`src/rtl/mdio_pkg.sv`:
```
package mdio_pkg;

    typedef enum logic [2:0] {
        ST_IDLE,
        ST_PRE,
        ST_HDR,
        ST_TA,
        ST_DATA,
        ST_DONE
    } mdio_state_e;

    localparam int OFS_CMD   = 'h20;
    localparam int OFS_RDATA = 'h24;
    localparam int OFS_WDATA = 'h28;

    localparam int BIT_RD    = 13;
    localparam int BIT_WR    = 14;
    localparam int FLD_W     = 5;
    localparam int PHY_LSB   = 8;

    localparam int PRE_BITS  = 32;
    localparam int HDR_BITS  = 14;
    localparam int TA_BITS   = 2;
    localparam int DAT_BITS  = 16;

endpackage

```
`src/rtl/mdio_clkgen.sv`:
```
module mdio_clkgen #(
    parameter int MDC_DIV = 80
) (
    input  logic clk,
    input  logic rst_n,
    input  logic en,
    output logic mdc,
    output logic rise_tick,
    output logic fall_tick
);
    localparam int HALF = MDC_DIV / 2;
    localparam int CW   = (MDC_DIV > 2) ? $clog2(MDC_DIV) : 1;

    logic [CW-1:0] cnt;

    assign rise_tick = en && (cnt == CW'(HALF - 1));
    assign fall_tick = en && (cnt == CW'(MDC_DIV - 1));

    always_ff @(posedge clk or negedge rst_n) begin
        if (!rst_n) begin
            cnt <= '0;
            mdc <= 1'b0;
        end else if (!en) begin
            cnt <= '0;
            mdc <= 1'b0;
        end else if (fall_tick) begin
            cnt <= '0;
            mdc <= 1'b0;
        end else begin
            cnt <= cnt + 1'b1;
            if (rise_tick) mdc <= 1'b1;
        end
    end

    p_mdc_low_when_off_r8: assert property (@(posedge clk) disable iff (!rst_n)
        !en |=> !mdc);
    p_mdc_holds_r8: assert property (@(posedge clk) disable iff (!rst_n)
        (en && !rise_tick && !fall_tick) |=> $stable(mdc));

endmodule

```
`src/rtl/mdio_frame_fsm.sv`:
```
module mdio_frame_fsm
    import mdio_pkg::*;
#(
    parameter int DATA_W = 16
) (
    input  logic              clk,
    input  logic              rst_n,
    input  logic              start,
    input  logic              op_write,
    input  logic [FLD_W-1:0]  phy_addr,
    input  logic [FLD_W-1:0]  reg_num,
    input  logic [DATA_W-1:0] wr_word,
    input  logic              rise_tick,
    input  logic              fall_tick,
    input  logic              mdio_i,
    output logic              clk_en,
    output logic              mdio_o,
    output logic              mdio_oe,
    output logic              done,
    output logic [DATA_W-1:0] rd_word
);
    localparam int SR_W = 2 + 2 + 2 * FLD_W + TA_BITS + DATA_W;

    mdio_state_e     state, state_nx;
    logic [5:0]      bit_cnt;
    logic            last_bit;
    logic            op_wr_q;
    logic [SR_W-1:0] tx_sr;
    logic [DATA_W-1:0] rx_sr;

    always_comb begin
        unique case (state)
            ST_PRE:  last_bit = (bit_cnt == 6'(PRE_BITS - 1));
            ST_HDR:  last_bit = (bit_cnt == 6'(HDR_BITS - 1));
            ST_TA:   last_bit = (bit_cnt == 6'(TA_BITS - 1));
            ST_DATA: last_bit = (bit_cnt == 6'(DAT_BITS - 1));
            default: last_bit = 1'b0;
        endcase
    end

    always_comb begin
        state_nx = state;
        unique case (state)
            ST_IDLE: if (start)                 state_nx = ST_PRE;
            ST_PRE:  if (fall_tick && last_bit) state_nx = ST_HDR;
            ST_HDR:  if (fall_tick && last_bit) state_nx = ST_TA;
            ST_TA:   if (fall_tick && last_bit) state_nx = ST_DATA;
            ST_DATA: if (fall_tick && last_bit) state_nx = ST_DONE;
            ST_DONE:                            state_nx = ST_IDLE;
            default:                            state_nx = ST_IDLE;
        endcase
    end

    always_ff @(posedge clk or negedge rst_n) begin
        if (!rst_n) state <= ST_IDLE;
        else        state <= state_nx;
    end

    always_ff @(posedge clk or negedge rst_n) begin
        if (!rst_n) begin
            bit_cnt <= '0;
            op_wr_q <= 1'b0;
            tx_sr   <= '0;
            rx_sr   <= '0;
        end else begin
            if (state == ST_IDLE && start) begin
                bit_cnt <= '0;
                op_wr_q <= op_write;
                tx_sr   <= {2'b01, (op_write ? 2'b01 : 2'b10), phy_addr, reg_num,
                            2'b10, wr_word};
            end else if (fall_tick) begin
                bit_cnt <= last_bit ? 6'd0 : bit_cnt + 6'd1;
                if (state != ST_PRE) tx_sr <= {tx_sr[SR_W-2:0], 1'b0};
            end
            if (rise_tick && state == ST_DATA)
                rx_sr <= {rx_sr[DATA_W-2:0], mdio_i};
        end
    end

    always_comb begin
        clk_en  = 1'b0;
        mdio_o  = 1'b1;
        mdio_oe = 1'b0;
        done    = 1'b0;
        unique case (state)
            ST_IDLE: ;
            ST_PRE: begin
                clk_en  = 1'b1;
                mdio_oe = 1'b1;
            end
            ST_HDR: begin
                clk_en  = 1'b1;
                mdio_o  = tx_sr[SR_W-1];
                mdio_oe = 1'b1;
            end
            ST_TA, ST_DATA: begin
                clk_en  = 1'b1;
                mdio_o  = tx_sr[SR_W-1];
                mdio_oe = op_wr_q;
            end
            ST_DONE: done = 1'b1;
            default: ;
        endcase
    end

    assign rd_word = rx_sr;

    p_start_leaves_idle_r6: assert property (@(posedge clk) disable iff (!rst_n)
        (state == ST_IDLE && start) |=> state == ST_PRE);
    p_shift_only_on_fall_r3: assert property (@(posedge clk) disable iff (!rst_n)
        (state == ST_HDR && !fall_tick) |=> $stable(tx_sr));
    p_done_single_r6: assert property (@(posedge clk) disable iff (!rst_n)
        done |=> !done);

endmodule

```
`src/rtl/mdio_regs.sv`:
```
module mdio_regs
    import mdio_pkg::*;
#(
    parameter int ADDR_W = 8,
    parameter int DATA_W = 16
) (
    input  logic              clk,
    input  logic              rst_n,
    input  logic [ADDR_W-1:0] bus_addr,
    input  logic              bus_wr,
    input  logic [DATA_W-1:0] bus_wdata,
    output logic [DATA_W-1:0] bus_rdata,
    input  logic              done,
    input  logic [DATA_W-1:0] rd_word,
    output logic              busy,
    output logic              op_write,
    output logic [FLD_W-1:0]  phy_addr,
    output logic [FLD_W-1:0]  reg_num,
    output logic [DATA_W-1:0] wr_word
);
    logic              rq_rd, rq_wr;
    logic [DATA_W-1:0] rdata_q;

    assign busy     = rq_rd | rq_wr;
    assign op_write = rq_wr;

    always_ff @(posedge clk or negedge rst_n) begin
        if (!rst_n) begin
            rq_rd    <= 1'b0;
            rq_wr    <= 1'b0;
            phy_addr <= '0;
            reg_num  <= '0;
            wr_word  <= '0;
            rdata_q  <= '0;
        end else begin
            if (done) begin
                if (rq_rd) rdata_q <= rd_word;
                rq_rd <= 1'b0;
                rq_wr <= 1'b0;
            end else if (bus_wr && bus_addr == ADDR_W'(OFS_CMD) && !busy) begin
                phy_addr <= bus_wdata[PHY_LSB +: FLD_W];
                reg_num  <= bus_wdata[FLD_W-1:0];
                rq_wr    <= bus_wdata[BIT_WR];
                rq_rd    <= bus_wdata[BIT_RD] & ~bus_wdata[BIT_WR];
            end
            if (bus_wr && bus_addr == ADDR_W'(OFS_WDATA))
                wr_word <= bus_wdata;
        end
    end

    always_comb begin
        bus_rdata = '0;
        if (bus_addr == ADDR_W'(OFS_CMD)) begin
            bus_rdata[BIT_WR]              = rq_wr;
            bus_rdata[BIT_RD]              = rq_rd;
            bus_rdata[PHY_LSB +: FLD_W]    = phy_addr;
            bus_rdata[FLD_W-1:0]           = reg_num;
        end else if (bus_addr == ADDR_W'(OFS_RDATA)) begin
            bus_rdata = rdata_q;
        end else if (bus_addr == ADDR_W'(OFS_WDATA)) begin
            bus_rdata = wr_word;
        end
    end

    p_single_request_r9: assert property (@(posedge clk) disable iff (!rst_n)
        !(rq_rd && rq_wr));
    p_cmd_frozen_r7: assert property (@(posedge clk) disable iff (!rst_n)
        (busy && $past(busy)) |-> $stable({phy_addr, reg_num, rq_wr}));
    p_done_clears_r6: assert property (@(posedge clk) disable iff (!rst_n)
        done |=> !busy);

endmodule

```
`src/rtl/mdio_mgmt_ctrl.sv`:
```
module mdio_mgmt_ctrl
    import mdio_pkg::*;
#(
    parameter int ADDR_W  = 8,
    parameter int DATA_W  = 16,
    parameter int MDC_DIV = 80
) (
    input  logic              clk,
    input  logic              rst_n,
    input  logic [ADDR_W-1:0] bus_addr,
    input  logic              bus_wr,
    input  logic [DATA_W-1:0] bus_wdata,
    output logic [DATA_W-1:0] bus_rdata,
    output logic              mdc,
    input  logic              mdio_i,
    output logic              mdio_o,
    output logic              mdio_oe
);
    logic              busy, op_write, done, clk_en, rise_tick, fall_tick;
    logic [FLD_W-1:0]  phy_addr, reg_num;
    logic [DATA_W-1:0] wr_word, rd_word;

    mdio_regs #(.ADDR_W(ADDR_W), .DATA_W(DATA_W)) u_regs (
        .clk(clk), .rst_n(rst_n),
        .bus_addr(bus_addr), .bus_wr(bus_wr), .bus_wdata(bus_wdata),
        .bus_rdata(bus_rdata),
        .done(done), .rd_word(rd_word),
        .busy(busy), .op_write(op_write),
        .phy_addr(phy_addr), .reg_num(reg_num), .wr_word(wr_word)
    );

    mdio_clkgen #(.MDC_DIV(MDC_DIV)) u_clk (
        .clk(clk), .rst_n(rst_n), .en(clk_en),
        .mdc(mdc), .rise_tick(rise_tick), .fall_tick(fall_tick)
    );

    mdio_frame_fsm #(.DATA_W(DATA_W)) u_fsm (
        .clk(clk), .rst_n(rst_n),
        .start(busy), .op_write(op_write),
        .phy_addr(phy_addr), .reg_num(reg_num), .wr_word(wr_word),
        .rise_tick(rise_tick), .fall_tick(fall_tick), .mdio_i(mdio_i),
        .clk_en(clk_en), .mdio_o(mdio_o), .mdio_oe(mdio_oe),
        .done(done), .rd_word(rd_word)
    );

    p_idle_released_r8: assert property (@(posedge clk) disable iff (!rst_n)
        !busy |-> (!mdio_oe && !mdc));

endmodule

```
`config.mk`:
```
export PLATFORM = sky130hd
export DESIGN_NAME = mdio_mgmt_ctrl
export DESIGN_NICKNAME = d
export VERILOG_FILES = /design/src/rtl/mdio_pkg.sv /design/src/rtl/mdio_clkgen.sv /design/src/rtl/mdio_frame_fsm.sv /design/src/rtl/mdio_regs.sv /design/src/rtl/mdio_mgmt_ctrl.sv
export SDC_FILE = /design/constraint.sdc
export NUM_CORES = 1
export LEC_CHECK = 0
export BUFFER_PORTS_ARGS = -buffer_cell sky130_fd_sc_hd__clkbuf_2
export CAP_MARGIN = 10
export CORE_MARGIN = 5
export CORE_UTILIZATION = 59
export CTS_CLUSTER_DIAMETER = 60
export DETAILED_ROUTE_END_ITERATION = 10
export HOLD_SLACK_MARGIN = 0.02
export PLACE_DENSITY = 0.88
export SLEW_MARGIN = 25
export SYNTH_ARGS = -nofsm -noshare
export SYNTH_HDL_FRONTEND = slang
export SYNTH_SLANG_ARGS = --single-unit
export TNS_END_PERCENT = 50
```
`constraint.sdc`:
```
create_clock -name clk -period 2.8 [get_ports clk]
set_input_delay 0.7 -clock clk [delete_from_list [all_inputs] [get_ports clk]]
set_output_delay 0.7 -clock clk [all_outputs]
set_load 0.05 [all_outputs]
```
==> impl_metrics.csv, run 1 <==
group,metric,value,unit
status,status,"complete, no violations",
yosys,ys_seq_elements,110,
setup_path,critPathCaptureType,"output pin",
yosys,syn_nets,514,
clocking,cts_hold_repair.buffers,0,
finish,final_layout_size_suffix_gt1_share,18.47,%
routing,post_drt_via_cell_ratio,6.022,
placed_design,place_congestion,0.8682,
clocking,post_cts_setup_buffers,0,
yosys,netlist_instances,484,
yosys,synth_top_cells_by_count,"110 x sky130_fd_sc_hd__dfrtp_1, 73 x sky130_fd_sc_hd__nand2_1, 73 x sky130_fd_sc_hd__nor2_1, 53 x sky130_fd_sc_hd__mux2_1, 27 x sky130_fd_sc_hd__a31oi_1",
power_and_ir_drop,p_sw_share,30.59,%
die,io-pin-count,47,
routing,detailroute.via_count,3878,
placed_design,detailed_place_hpwl,7.935,mm
setup_path,critical_path_arrival,1.93,ns
worst_hold_path,min-delay-path-class,"in -> async",
routing,drtPass1Iterations,5,
finish,area_growth,13.73,%
setup_path,timing.critical_path.buf_inv,1,
setup_path,worst_path_max_delay_cell,"sky130_fd_sc_hd__dfrtp_1",
yosys,ys_warn_count,0,
sta,final.setup_skew,0.009871,ns
setup_path,critPathLaunchType,"flop",
power_and_ir_drop,vdd_drop_max,0.3526,mV
setup_path,cp_data_required_time,2.10,ns
clocking,ctsRootBufferMaster,"sky130_fd_sc_hd__clkbuf_8",
die,initial_core_util,59.39,%
sta,final_max_slew_viols,0,
yosys,synth_top_cell_by_area,"sky130_fd_sc_hd__dfrtp_1",
sta,slew-limit-headroom,51.54,%
power_and_ir_drop,share_comb_of_total_power,17.8,%
power_and_ir_drop,p_seq_share,57.2,%
finish,fin_util,67.55,%
clocking,max-clock-path-buffers,2,
yosys,avgSynthCellArea,10.54,sq um
yosys,yosys_most_used_dff,"sky130_fd_sc_hd__dfrtp_1",
routing,route.detailed.drc,0,
grt,vias_in_the_first_global_route,3790,
setup_path,worstPathCellList,"or3b_1, a21o_1, clkbuf_2",
clocking,clock_transition_time_at_the_flip_flop_clock_pins_of_the_worst_setup_and_hold_paths,0.10,ns
grt,grt_antenna_before_repair,0,
placed_design,io_buffers,46,
finish,fin_nets,561,
yosys,post_synth_instance_area,5104,sq um
yosys,synth.top_cell.area_share,53.93,%
routing,wl,11.09,mm
setup_path,critical_path.max_stage_delay,0.71,ns
grt,grt.met3_usage,3.721,%
yosys,post-synth-top-count-cell,"sky130_fd_sc_hd__dfrtp_1",
clocking,number_of_buffers_inserted_during_clock_tree_synthesis,9,
grt,grt.busiest_layer,"met2",
power_and_ir_drop,powerDensity,609.7,nW/um^2
clocking,numClockSinks,110,
setup_path,worst-path-max-fanout,19,
sta,worst-slew-pin-transition,0.7252,ns
die,num_rows,34,
power_and_ir_drop,intPower,2.456,mW
yosys,asyncSetResetFlopFracSynth,100.0,%
power_and_ir_drop,power.static_leakage,2.789,nW
grt,grt_start_max_net_pins,55,
clocking,clkLatencyLatePin,0.37,ns
clocking,htree_num_levels,3,
placed_design,post_dp_cell_area,5619,sq um
routing,final_antenna_net_count,0,
die,die-area,10610,sq um
sta,tns,0,ns
power_and_ir_drop,netSwitchingPower,1.083,mW
routing,drt_first_iter_violations,290,
setup_path,cpLargestDelayFamily,"flip-flops",
grt,grt_use_met1,31.94,%
power_and_ir_drop,clock_power_share,25.0,%
sta,fmaxAchievable,380.1,MHz
grt,grt_pass1_wl,18.70,mm
die,height_of_the_die,103.0,um
grt,grt_usage,22.71,%
run,drv_cap,0,
yosys,synth_top_cells_by_area,"sky130_fd_sc_hd__dfrtp_1 54%, sky130_fd_sc_hd__mux2_1 12%, sky130_fd_sc_hd__nand2_1 5.4%",
setup_path,timing_worst_setup_path_type,"reg -> out",
sta,hold_viol_final,0,
grt,gr-total-overflow,0,
yosys,yosysSeqAreaShare,53.93,%
finish,final_cell_area,5804,sq um
finish,antenna_diode_count,0,
die,die_width,103.0,um
sta,final.min_clock_period,2.631,ns
sta,unrepaired_setup_endpoints_after_global_routing,"false",
yosys,synth_edf_count,0,
routing,drt-wirelength-per-cell,17.22,um
yosys,ys_types,49,
sta,min_period_over_period,93.96,%
die,core_area,8593,sq um
clocking,postCtsResizedCells,0,
clocking,tritoncts,"built",
grt,use_met2,36.21,%
sta,finalSetupViolCount,0,
[metrics by stage]
stage               hold WS [ns]  power [mW]  worst slack [ns]  instances
floorplan                 0.4044       2.464           -0.2052        484
global placement          0.4390       2.626            0.3065        628
detailed placement        0.4589       2.673            0.2180        628
CTS                       0.2521       3.553            0.1711        644
global route              0.2593       3.747           0.08452        644
finish                    0.2453       3.539            0.1692        644
[registers in the layout, indices dropped and copies added (netlist names)]
signal / cells
u_clk.mdc: 1
u_regs.reg_num: 5
u_fsm.tx_sr: 32
u_regs.op_write: 1
u_regs.phy_addr: 5
u_clk.cnt: 7
u_regs.rdata_q: 16
u_regs.rq_rd: 1
u_fsm.rd_word: 16
u_regs.wr_word: 16
u_fsm.state: 3
u_fsm.bit_cnt: 6
u_fsm.op_wr_q: 1
[routing by layer]
metal / up-vias / wire [um]
li1: 1788 / -
met1: 1952 / 4666
met2: 117 / 5660
met3: 21 / 524
met4: 0 / 241
met5: - / 0
[cell families after synthesis]
group,synth area share [%]
xor+xnor,1.201
flops,53.93
mux,15.37
buf+inv,2.697
compound gates,9.292
simple gates,17.01
fa+ha+maj,0.4902
[final timing paths]
check | start | endpoint | slack [ns] | cells after the start
worst max-delay path | u_fsm.state[2] | mdio_o | 0.17 | 3
worst min register to register | u_clk.cnt[0] | u_clk.cnt[0] | 0.47 | 1
max in group asynchronous | rst_n | u_regs.wr_word[5] | 1.83 | 2
min in group clk | u_clk.cnt[0] | u_clk.cnt[0] | 0.47 | 1
worst max register to register | u_fsm.state[2] | u_fsm.tx_sr[1] | 0.53 | 6
worst min-delay path | rst_n | u_clk.cnt[3] | 0.25 | 1
[area by class of cell]
class                           count  area (sq um)
Multi-Input combinational cell    343          2242
Fill cell                         598          2789
Sequential cell                   110          2753
Timing Repair Buffer               62         470.5
Tap cell                          108         135.1
Clock inverter                      6         47.55
Inverter                            5         18.77
Clock buffer                       10         137.6
[layout by cell type (no fill, tap or decap), types with 3 or more instances in the layout]
cell,count
sky130_fd_sc_hd__clkbuf_2,38
sky130_fd_sc_hd__or3b_1,4
sky130_fd_sc_hd__clkbuf_8,10
sky130_fd_sc_hd__nand2b_1,3
sky130_fd_sc_hd__nand2_1,73
sky130_fd_sc_hd__mux2_2,6
sky130_fd_sc_hd__o21ai_0,3
sky130_fd_sc_hd__a21oi_1,13
sky130_fd_sc_hd__clkinv_4,4
sky130_fd_sc_hd__nor2_2,7
sky130_fd_sc_hd__buf_4,16
sky130_fd_sc_hd__nor2_1,66
sky130_fd_sc_hd__a22oi_1,4
sky130_fd_sc_hd__inv_1,4
sky130_fd_sc_hd__mux2i_1,12
sky130_fd_sc_hd__mux2_1,53
sky130_fd_sc_hd__o21ai_1,7
sky130_fd_sc_hd__nor2b_1,7
sky130_fd_sc_hd__buf_12,8
sky130_fd_sc_hd__nand3_1,11
sky130_fd_sc_hd__xnor2_1,6
sky130_fd_sc_hd__a22o_1,3
sky130_fd_sc_hd__a31oi_1,27
sky130_fd_sc_hd__dfrtp_1,110
[power groups by stage]
stage	Clock (mW)	Sequential [mW]	Combinational [mW]
after floorplan	0	1.98	0.481
after global placement	0	2.04	0.590
after detailed placement	0	2.04	0.629
after CTS	0.895	2.02	0.635
after global routing	0.968	2.06	0.720
final	0.886	2.02	0.629
(Power assumes the default switching activity.)
==> run 2, diff against run 1 <==
--- a/config.mk
+++ b/config.mk
@@ -7,6 +7,7 @@
 export LEC_CHECK = 0
 export BUFFER_PORTS_ARGS = -buffer_cell sky130_fd_sc_hd__clkbuf_2
 export CAP_MARGIN = 10
+export CORE_ASPECT_RATIO = 1.75
 export CORE_MARGIN = 5
 export CORE_UTILIZATION = 59
 export CTS_CLUSTER_DIAMETER = 60
==> constraint.sdc (replaced) <==
create_clock -name clk -period 2.98 [get_ports clk]
set_input_delay 0.745 -clock clk [delete_from_list [all_inputs] [get_ports clk]]
set_output_delay 0.745 -clock clk [all_outputs]
set_load 0.05 [all_outputs]
==> impl_metrics.csv, run 2 (synthesized netlist as in run 1, its figures left out) <==
group,metric,value,unit
status,status,"complete, no violations",
finish,finish.cell_count_without_fillers,651,
power_and_ir_drop,intPower,2.591,mW
power_and_ir_drop,clock_power_share,31.7,%
finish,antenna_diode_count,0,
clocking,postCtsResizedCells,0,
die,core_area,8558,sq um
setup_path,critical_path_arrival,1.96,ns
power_and_ir_drop,p_seq_share,51.7,%
clocking,numClockSinks,110,
die,die-area,10680,sq um
sta,hold_viol_final,0,
setup_path,critPathLaunchType,"flop",
setup_path,worstPathCellList,"or3b_1, a21o_1, clkbuf_2",
routing,detailroute.via_count,3917,
finish,filler_cells,606,
grt,grt_antenna_before_repair,0,
power_and_ir_drop,share_comb_of_total_power,16.6,%
setup_path,timing_worst_setup_path_type,"reg -> out",
grt,grt_usage,24.72,%
placed_design,io_buffers,46,
power_and_ir_drop,p_sw_share,30.58,%
clocking,clkLatencyLatePin,0.35,ns
clocking,tritoncts,"built",
placed_design,place_congestion,0.8473,
sta,slew-limit-headroom,47.69,%
die,die_width,80.31,um
routing,drtPass1Iterations,5,
clocking,post_cts_setup_buffers,0,
power_and_ir_drop,vdd_drop_max,0.5237,mV
grt,gr-total-overflow,0,
placed_design,post_dp_cell_area,5675,sq um
clocking,cts_hold_repair.buffers,0,
sta,final_max_slew_viols,0,
sta,finalSetupViolCount,0,
finish,final_layout_size_suffix_gt1_share,18.16,%
finish,final_cell_area,5972,sq um
sta,min_period_over_period,90.81,%
power_and_ir_drop,powerDensity,624.9,nW/um^2
grt,grt_start_max_net_pins,55,
sta,worst-slew-pin-transition,0.7827,ns
power_and_ir_drop,netSwitchingPower,1.141,mW
clocking,ctsRootBufferMaster,"sky130_fd_sc_hd__clkbuf_16",
sta,unrepaired_setup_endpoints_after_global_routing,"false",
clocking,clock_transition_time_at_the_flip_flop_clock_pins_of_the_worst_setup_and_hold_paths,0.08,ns
sta,final.setup_skew,0.01173,ns
setup_path,critical_path.max_stage_delay,0.74,ns
clocking,htree_num_levels,3,
worst_hold_path,min-delay-path-class,"in -> async",
routing,wl,11.91,mm
power_and_ir_drop,power.static_leakage,2.849,nW
finish,fin_nets,559,
sta,fmaxAchievable,369.5,MHz
routing,post_drt_via_cell_ratio,6.017,
finish,most_common_library_cell_in_the_layout_ignoring_fill_and_taps,"sky130_fd_sc_hd__dfrtp_1",
die,num_rows,45,
finish,multi_input_comb_area,2242,sq um
placed_design,detailed_place_hpwl,8.398,mm
sta,tns,0,ns
routing,drt-wirelength-per-cell,18.30,um
placed_design,post-place-cells,635,
sta,final.min_clock_period,2.706,ns
finish,area_growth,17.01,%
setup_path,critPathCaptureType,"output pin",
setup_path,worst-path-max-fanout,19,
die,io-pin-count,47,
finish,largest_register_ffs,32,
run,drv_cap,0,
finish,most_flop_heavy_register,"u_fsm.tx_sr",
grt,grt_pass1_wl,20.47,mm
routing,final_antenna_net_count,0,
finish,sequential_cell_area,2753,sq um
die,initial_core_util,59.63,%
routing,drt_first_iter_violations,381,
setup_path,cp_data_required_time,2.24,ns
setup_path,worst_path_max_delay_cell,"sky130_fd_sc_hd__dfrtp_1",
clocking,max-clock-path-buffers,2,
die,height_of_the_die,133.0,um
finish,layout.cells.most_common_list,"110 x sky130_fd_sc_hd__dfrtp_1, 73 x sky130_fd_sc_hd__nand2_1, 66 x sky130_fd_sc_hd__nor2_1, 53 x sky130_fd_sc_hd__mux2_1, 34 x sky130_fd_sc_hd__clkbuf_2",
routing,route.detailed.drc,0,
setup_path,ff2ff_setup_slack,0.60,ns
grt,vias_in_the_first_global_route,4164,
clocking,number_of_buffers_inserted_during_clock_tree_synthesis,9,
==> run 2: cell count changes in the layout (fill, tap and decap cells not counted), sizes merged <==
| cell | change |
|---|---|
| buf | +2 |
| inv | +5 |
| clkinv | -4 |
| clkbuf | -4 |
| clkinvlp | -1 |
==> run 2: final cells by class <==
cell class                      count  area share, %
Inverter                            5         0.3143
Multi-Input combinational cell    343          37.54
Timing Repair Buffer               60          8.632
Sequential cell                   110          46.09
Clock inverter                      6         0.9638
Tap cell                          117          2.451
Clock buffer                       10          4.002
==> run 2: power groups by stage <==
stage                     registers [mW]  logic, mW  clock network, mW
after CTS                           1.92      0.620               1.20
after global routing                1.95      0.700               1.27
after floorplan                     1.86      0.452                  0
final                               1.93      0.620               1.18
after detailed placement            1.93      0.600                  0
after global placement              1.92      0.563                  0
==> run 2: layer usage <==
| metal | global-route usage [%] | routed length, um | vias to the layer above | share of wire (%) |
|---|---|---|---|---|
| met1 | 28.27 | 4191 | 1938 | 35 |
| met3 | 4.223 | 647 | 41 | 5.4 |
| met2 | 44.33 | 6640 | 161 | 56 |
| met5 | 0 | 0 | - | 0 |
| met4 | 10.43 | 433 | 0 | 3.6 |
| li1 | - | - | 1777 | - |
==> run 2: final timing paths <==
| check | endpoint | from | cells past startpoint |
|---|---|---|---|
| min in group clk | u_clk.cnt[0] | u_clk.cnt[0] | 1 |
| worst min-delay path | u_clk.cnt[5] | rst_n | 1 |
| worst max-delay path | mdio_o | u_fsm.state[2] | 3 |
| worst max register to register | u_fsm.rd_word[4] | u_clk.cnt[0] | 5 |
| max in group asynchronous | u_fsm.tx_sr[25] | rst_n | 2 |
| worst min register to register | u_clk.cnt[0] | u_clk.cnt[0] | 1 |
==> run 2: worst max-delay path, delay by kind of cell, from the launching register on <==
kind	cells	cell delay (ns)
flops	1	0.74
buf+inv	1	0.23
compound gates	1	0.18
simple gates	1	0.46
==> run 2: metrics by stage <==
step	setup slack, ns	util [%]	total power, mW	hold slack (ns)
3_5_place_dp	0.3108	66.32	2.533	0.4540
5_1_grt	0.1973	69.78	3.917	0.4416
3_3_place_gp	0.4292	66.32	2.478	0.4385
4_1_cts	0.2783	69.78	3.741	0.4143
6_report	0.2739	69.78	3.732	0.3971
2_1_floorplan	-0.1152	-	2.315	0.4251
==> run 3, diff against run 2 <==
--- a/config.mk
+++ b/config.mk
@@ -5,6 +5,7 @@
 export SDC_FILE = /design/constraint.sdc
 export NUM_CORES = 1
 export LEC_CHECK = 0
+export ABC_AREA = 1
 export BUFFER_PORTS_ARGS = -buffer_cell sky130_fd_sc_hd__clkbuf_2
 export CAP_MARGIN = 10
 export CORE_ASPECT_RATIO = 1.75
@@ -12,6 +13,7 @@
 export CORE_UTILIZATION = 59
 export CTS_CLUSTER_DIAMETER = 60
 export DETAILED_ROUTE_END_ITERATION = 10
+export GPL_TIMING_DRIVEN = 0
 export HOLD_SLACK_MARGIN = 0.02
 export PLACE_DENSITY = 0.88
 export SLEW_MARGIN = 25
==> impl_metrics.csv, run 3 <==
group,metric,value,unit
status,status,"complete, no violations",
setup_path,timing.rr.start,"u_clk.cnt[0]",
yosys,synth.top_cell.area_share,53.28,%
sta,setup_slack,0.04454,ns
setup_path,ff2ff_setup_slack,0.95,ns
setup_path,worst-r2r-cell-count,9,
setup_path,timing_worst_setup_path_type,"in -> out",
sta,final_max_slew_viols,0,
clocking,numClockSinks,110,
sta,slew-limit-headroom,67.59,%
die,io-pin-count,47,
finish,largest_register_ffs,32,
sta,min_period_over_period,98.51,%
clocking,max-clock-path-buffers,2,
sta,fmaxAchievable,340.7,MHz
yosys,synth_edf_count,0,
setup_path,cpLargestDelayFamily,"buffers and inverters",
setup_path,critical_path.max_stage_delay,0.29,ns
yosys,yosys_most_used_dff,"sky130_fd_sc_hd__dfrtp_1",
finish,area_growth,17.10,%
die,height_of_the_die,133.8,um
finish,final_layout_size_suffix_gt1_share,15.74,%
routing,drt_first_iter_violations,381,
die,initial_core_util,59.97,%
setup_path,timing.critical_path.buf_inv,4,
clocking,htree_num_levels,3,
die,die_width,80.74,um
routing,detailroute.via_count,4532,
grt,grt_pass1_wl,21.70,mm
grt,grt_usage,26.35,%
power_and_ir_drop,fin_total_pwr,2.895,mW
setup_path,critPathCaptureType,"output pin",
yosys,post-synth-top-count-cell,"sky130_fd_sc_hd__nand2_1",
power_and_ir_drop,power.static_leakage,3.020,nW
clocking,tritoncts,"built",
placed_design,detailed_place_hpwl,9.476,mm
power_and_ir_drop,powerDensity,478.6,nW/um^2
setup_path,worst_path_max_delay_cell,"sky130_fd_sc_hd__o211ai_1",
routing,route.detailed.drc,0,
yosys,ys_seq_elements,110,
clocking,number_of_buffers_inserted_during_clock_tree_synthesis,9,
yosys,yosysSeqAreaShare,53.28,%
die,die-area,10800,sq um
yosys,synth_top_cell_by_area,"sky130_fd_sc_hd__dfrtp_1",
sta,finalSetupViolCount,0,
setup_path,worstPathCellList,"clkbuf_2, nor2_1, inv_2, nor3_4, nand2_2, clkbuf_8, o211ai_1, clkbuf_8",
sta,final.setup_skew,0.004018,ns
die,num_rows,45,
routing,wl,13.04,mm
yosys,ys_types,30,
worst_hold_path,min-delay-path-class,"in -> async",
sta,worst-slew-pin-transition,0.4826,ns
yosys,syn_nets,670,
grt,grt_antenna_before_repair,0,
yosys,post_synth_instance_area,5166,sq um
setup_path,critPathLaunchType,"input pin",
clocking,clkLatencyLatePin,0.35,ns
sta,hold_viol_final,0,
setup_path,logic_depth_of_the_worst_setup_path_including_buffers,8,
yosys,netlist_instances,640,
run,drv_cap,0,
placed_design,io_buffers,46,
clocking,cts_hold_repair.buffers,0,
setup_path,critical_path_arrival,2.19,ns
setup_path,worst-path-max-fanout,10,
routing,post_drt_via_cell_ratio,5.513,
sta,final.min_clock_period,2.935,ns
yosys,synth_top_cells_by_count,"207 x sky130_fd_sc_hd__nand2_1, 110 x sky130_fd_sc_hd__dfrtp_1, 90 x sky130_fd_sc_hd__o21ai_0, 76 x sky130_fd_sc_hd__inv_1, 33 x sky130_fd_sc_hd__nor2_1",
finish,filler_cells,636,
placed_design,place_congestion,0.9154,
setup_path,rr_endpoint,"u_fsm.tx_sr[12]",
power_and_ir_drop,vdd_drop_max,0.4237,mV
yosys,ys_warn_count,0,
grt,grt_start_max_net_pins,71,
routing,final_antenna_net_count,0,
setup_path,timing.critical_path.mode_cell,"sky130_fd_sc_hd__clkbuf_8",
grt,gr-total-overflow,0,
finish,antenna_diode_count,0,
clocking,clock_transition_time_at_the_flip_flop_clock_pins_of_the_worst_setup_and_hold_paths,0.07,ns
die,core_area,8615,sq um
setup_path,crit_start,"bus_addr[1]",
yosys,asyncSetResetFlopFracSynth,100.0,%
finish,layout.cells.most_common_list,"205 x sky130_fd_sc_hd__nand2_1, 110 x sky130_fd_sc_hd__dfrtp_1, 90 x sky130_fd_sc_hd__o21ai_0, 74 x sky130_fd_sc_hd__inv_1, 34 x sky130_fd_sc_hd__clkbuf_2",
grt,vias_in_the_first_global_route,4674,
finish,fin_nets,730,
placed_design,pre_cts_slack,-0.3826,ns
yosys,synth_top_cells_by_area,"sky130_fd_sc_hd__dfrtp_1 53%, sky130_fd_sc_hd__nand2_1 15%, sky130_fd_sc_hd__o21ai_0 8.7%",
setup_path,cp_data_required_time,2.24,ns
clocking,ctsRootBufferMaster,"sky130_fd_sc_hd__clkbuf_16",
routing,drtPass1Iterations,5,
yosys,avgSynthCellArea,8.072,sq um
finish,most_common_library_cell_in_the_layout_ignoring_fill_and_taps,"sky130_fd_sc_hd__nand2_1",
finish,most_flop_heavy_register,"u_fsm.tx_sr",
routing,drt-wirelength-per-cell,15.87,um
run 3: changes by cell type in the layout (fill, tap and decap cells not counted), moves of 12 or more:
cell | before | now
sky130_fd_sc_hd__a21oi_1 | 13 | 1
sky130_fd_sc_hd__a31oi_1 | 27 | 2
sky130_fd_sc_hd__clkbuf_1 | 0 | 13
sky130_fd_sc_hd__inv_1 | 4 | 74
sky130_fd_sc_hd__mux2_1 | 53 | 0
sky130_fd_sc_hd__mux2i_1 | 12 | 0
sky130_fd_sc_hd__nand2_1 | 73 | 205
sky130_fd_sc_hd__nand3_1 | 11 | 24
sky130_fd_sc_hd__nor2_1 | 66 | 33
sky130_fd_sc_hd__o21ai_0 | 3 | 90
sky130_fd_sc_hd__o21ai_1 | 7 | 20
run 3: kinds of logic after synthesis:
kind of cell             Yosys count  synth area share, %
AND/OR/NAND/NOR                  289                24.12
AO/OA/AOI/OAI                    125                12.81
flip-flops                       110                53.28
buffers and inverters            107                8.065
XOR/XNOR                           6                1.017
adder cells (fa/ha/maj)            2               0.4843
multiplexers                       1               0.2180
run 3: worst max path at each step:
stage                          to  slack, ns
finish              bus_rdata[10]       0.04
global route         bus_rdata[0]     -0.004
CTS                 bus_rdata[10]       0.02
detailed placement  bus_rdata[10]      -0.38
global placement    bus_rdata[10]      -0.40
floorplan           bus_rdata[15]      -0.35
run 3: cell type report:
cell class | instances | area (sq um) | share of cell area (%)
sequential | 110 | 2753 | 45.50
multi-input combinational | 423 | 2086 | 34.48
inverter | 85 | 321.6 | 5.315
timing repair buffer | 49 | 315.3 | 5.212
clock buffer | 13 | 280.3 | 4.633
tap | 117 | 146.4 | 2.420
buffer | 22 | 107.6 | 1.779
clock inverter | 3 | 40.04 | 0.6618
run 3: through the flow:
stage          hold WS [ns]  cell area (sq um)  utilization (%)  instances  setup TNS (ns)
2_1_floorplan        0.4329               5191                -        640          -1.674
3_3_place_gp         0.4520               5568            64.63        803          -38.72
3_5_place_dp         0.4640               5610            65.13        804          -4.541
4_1_cts              0.3264               6021            69.89        821               0
5_1_grt              0.3353               6050            70.23        822       -0.003569
6_report             0.3183               6050            70.23        822               0
run 3: report_power, final:
group,leakage [nW],internal [mW],switching [mW]
Combinational,1.53,0.0307,0.0852
Sequential,1.33,1.51,0.00789
Clock,0.162,0.741,0.520
Total,3.02,2.28,0.613
run 3: worst register-to-register path: cells and delay by family, from the launching register on:
family	cells	cell delay [ns]
simple gates	5	0.64
buf+inv	2	0.41
flops	1	0.37
compound gates	1	0.29
fa+ha+maj	1	0.22
run 3: timing repair:
item                       in CTS  in global routing
setup endpoints to repair      16                 16
resized for setup              20                 12
pin swaps                       2                  3
buffers inserted                1                  1
run 3: metal layers:
metal	track usage (%)	part of all wire, %	vias up
li1	-	-	2141
met1	28.78	36	2178
met2	45.39	53	163
met3	4.435	4.6	50
met4	18.14	6.6	0
met5	0	0	-
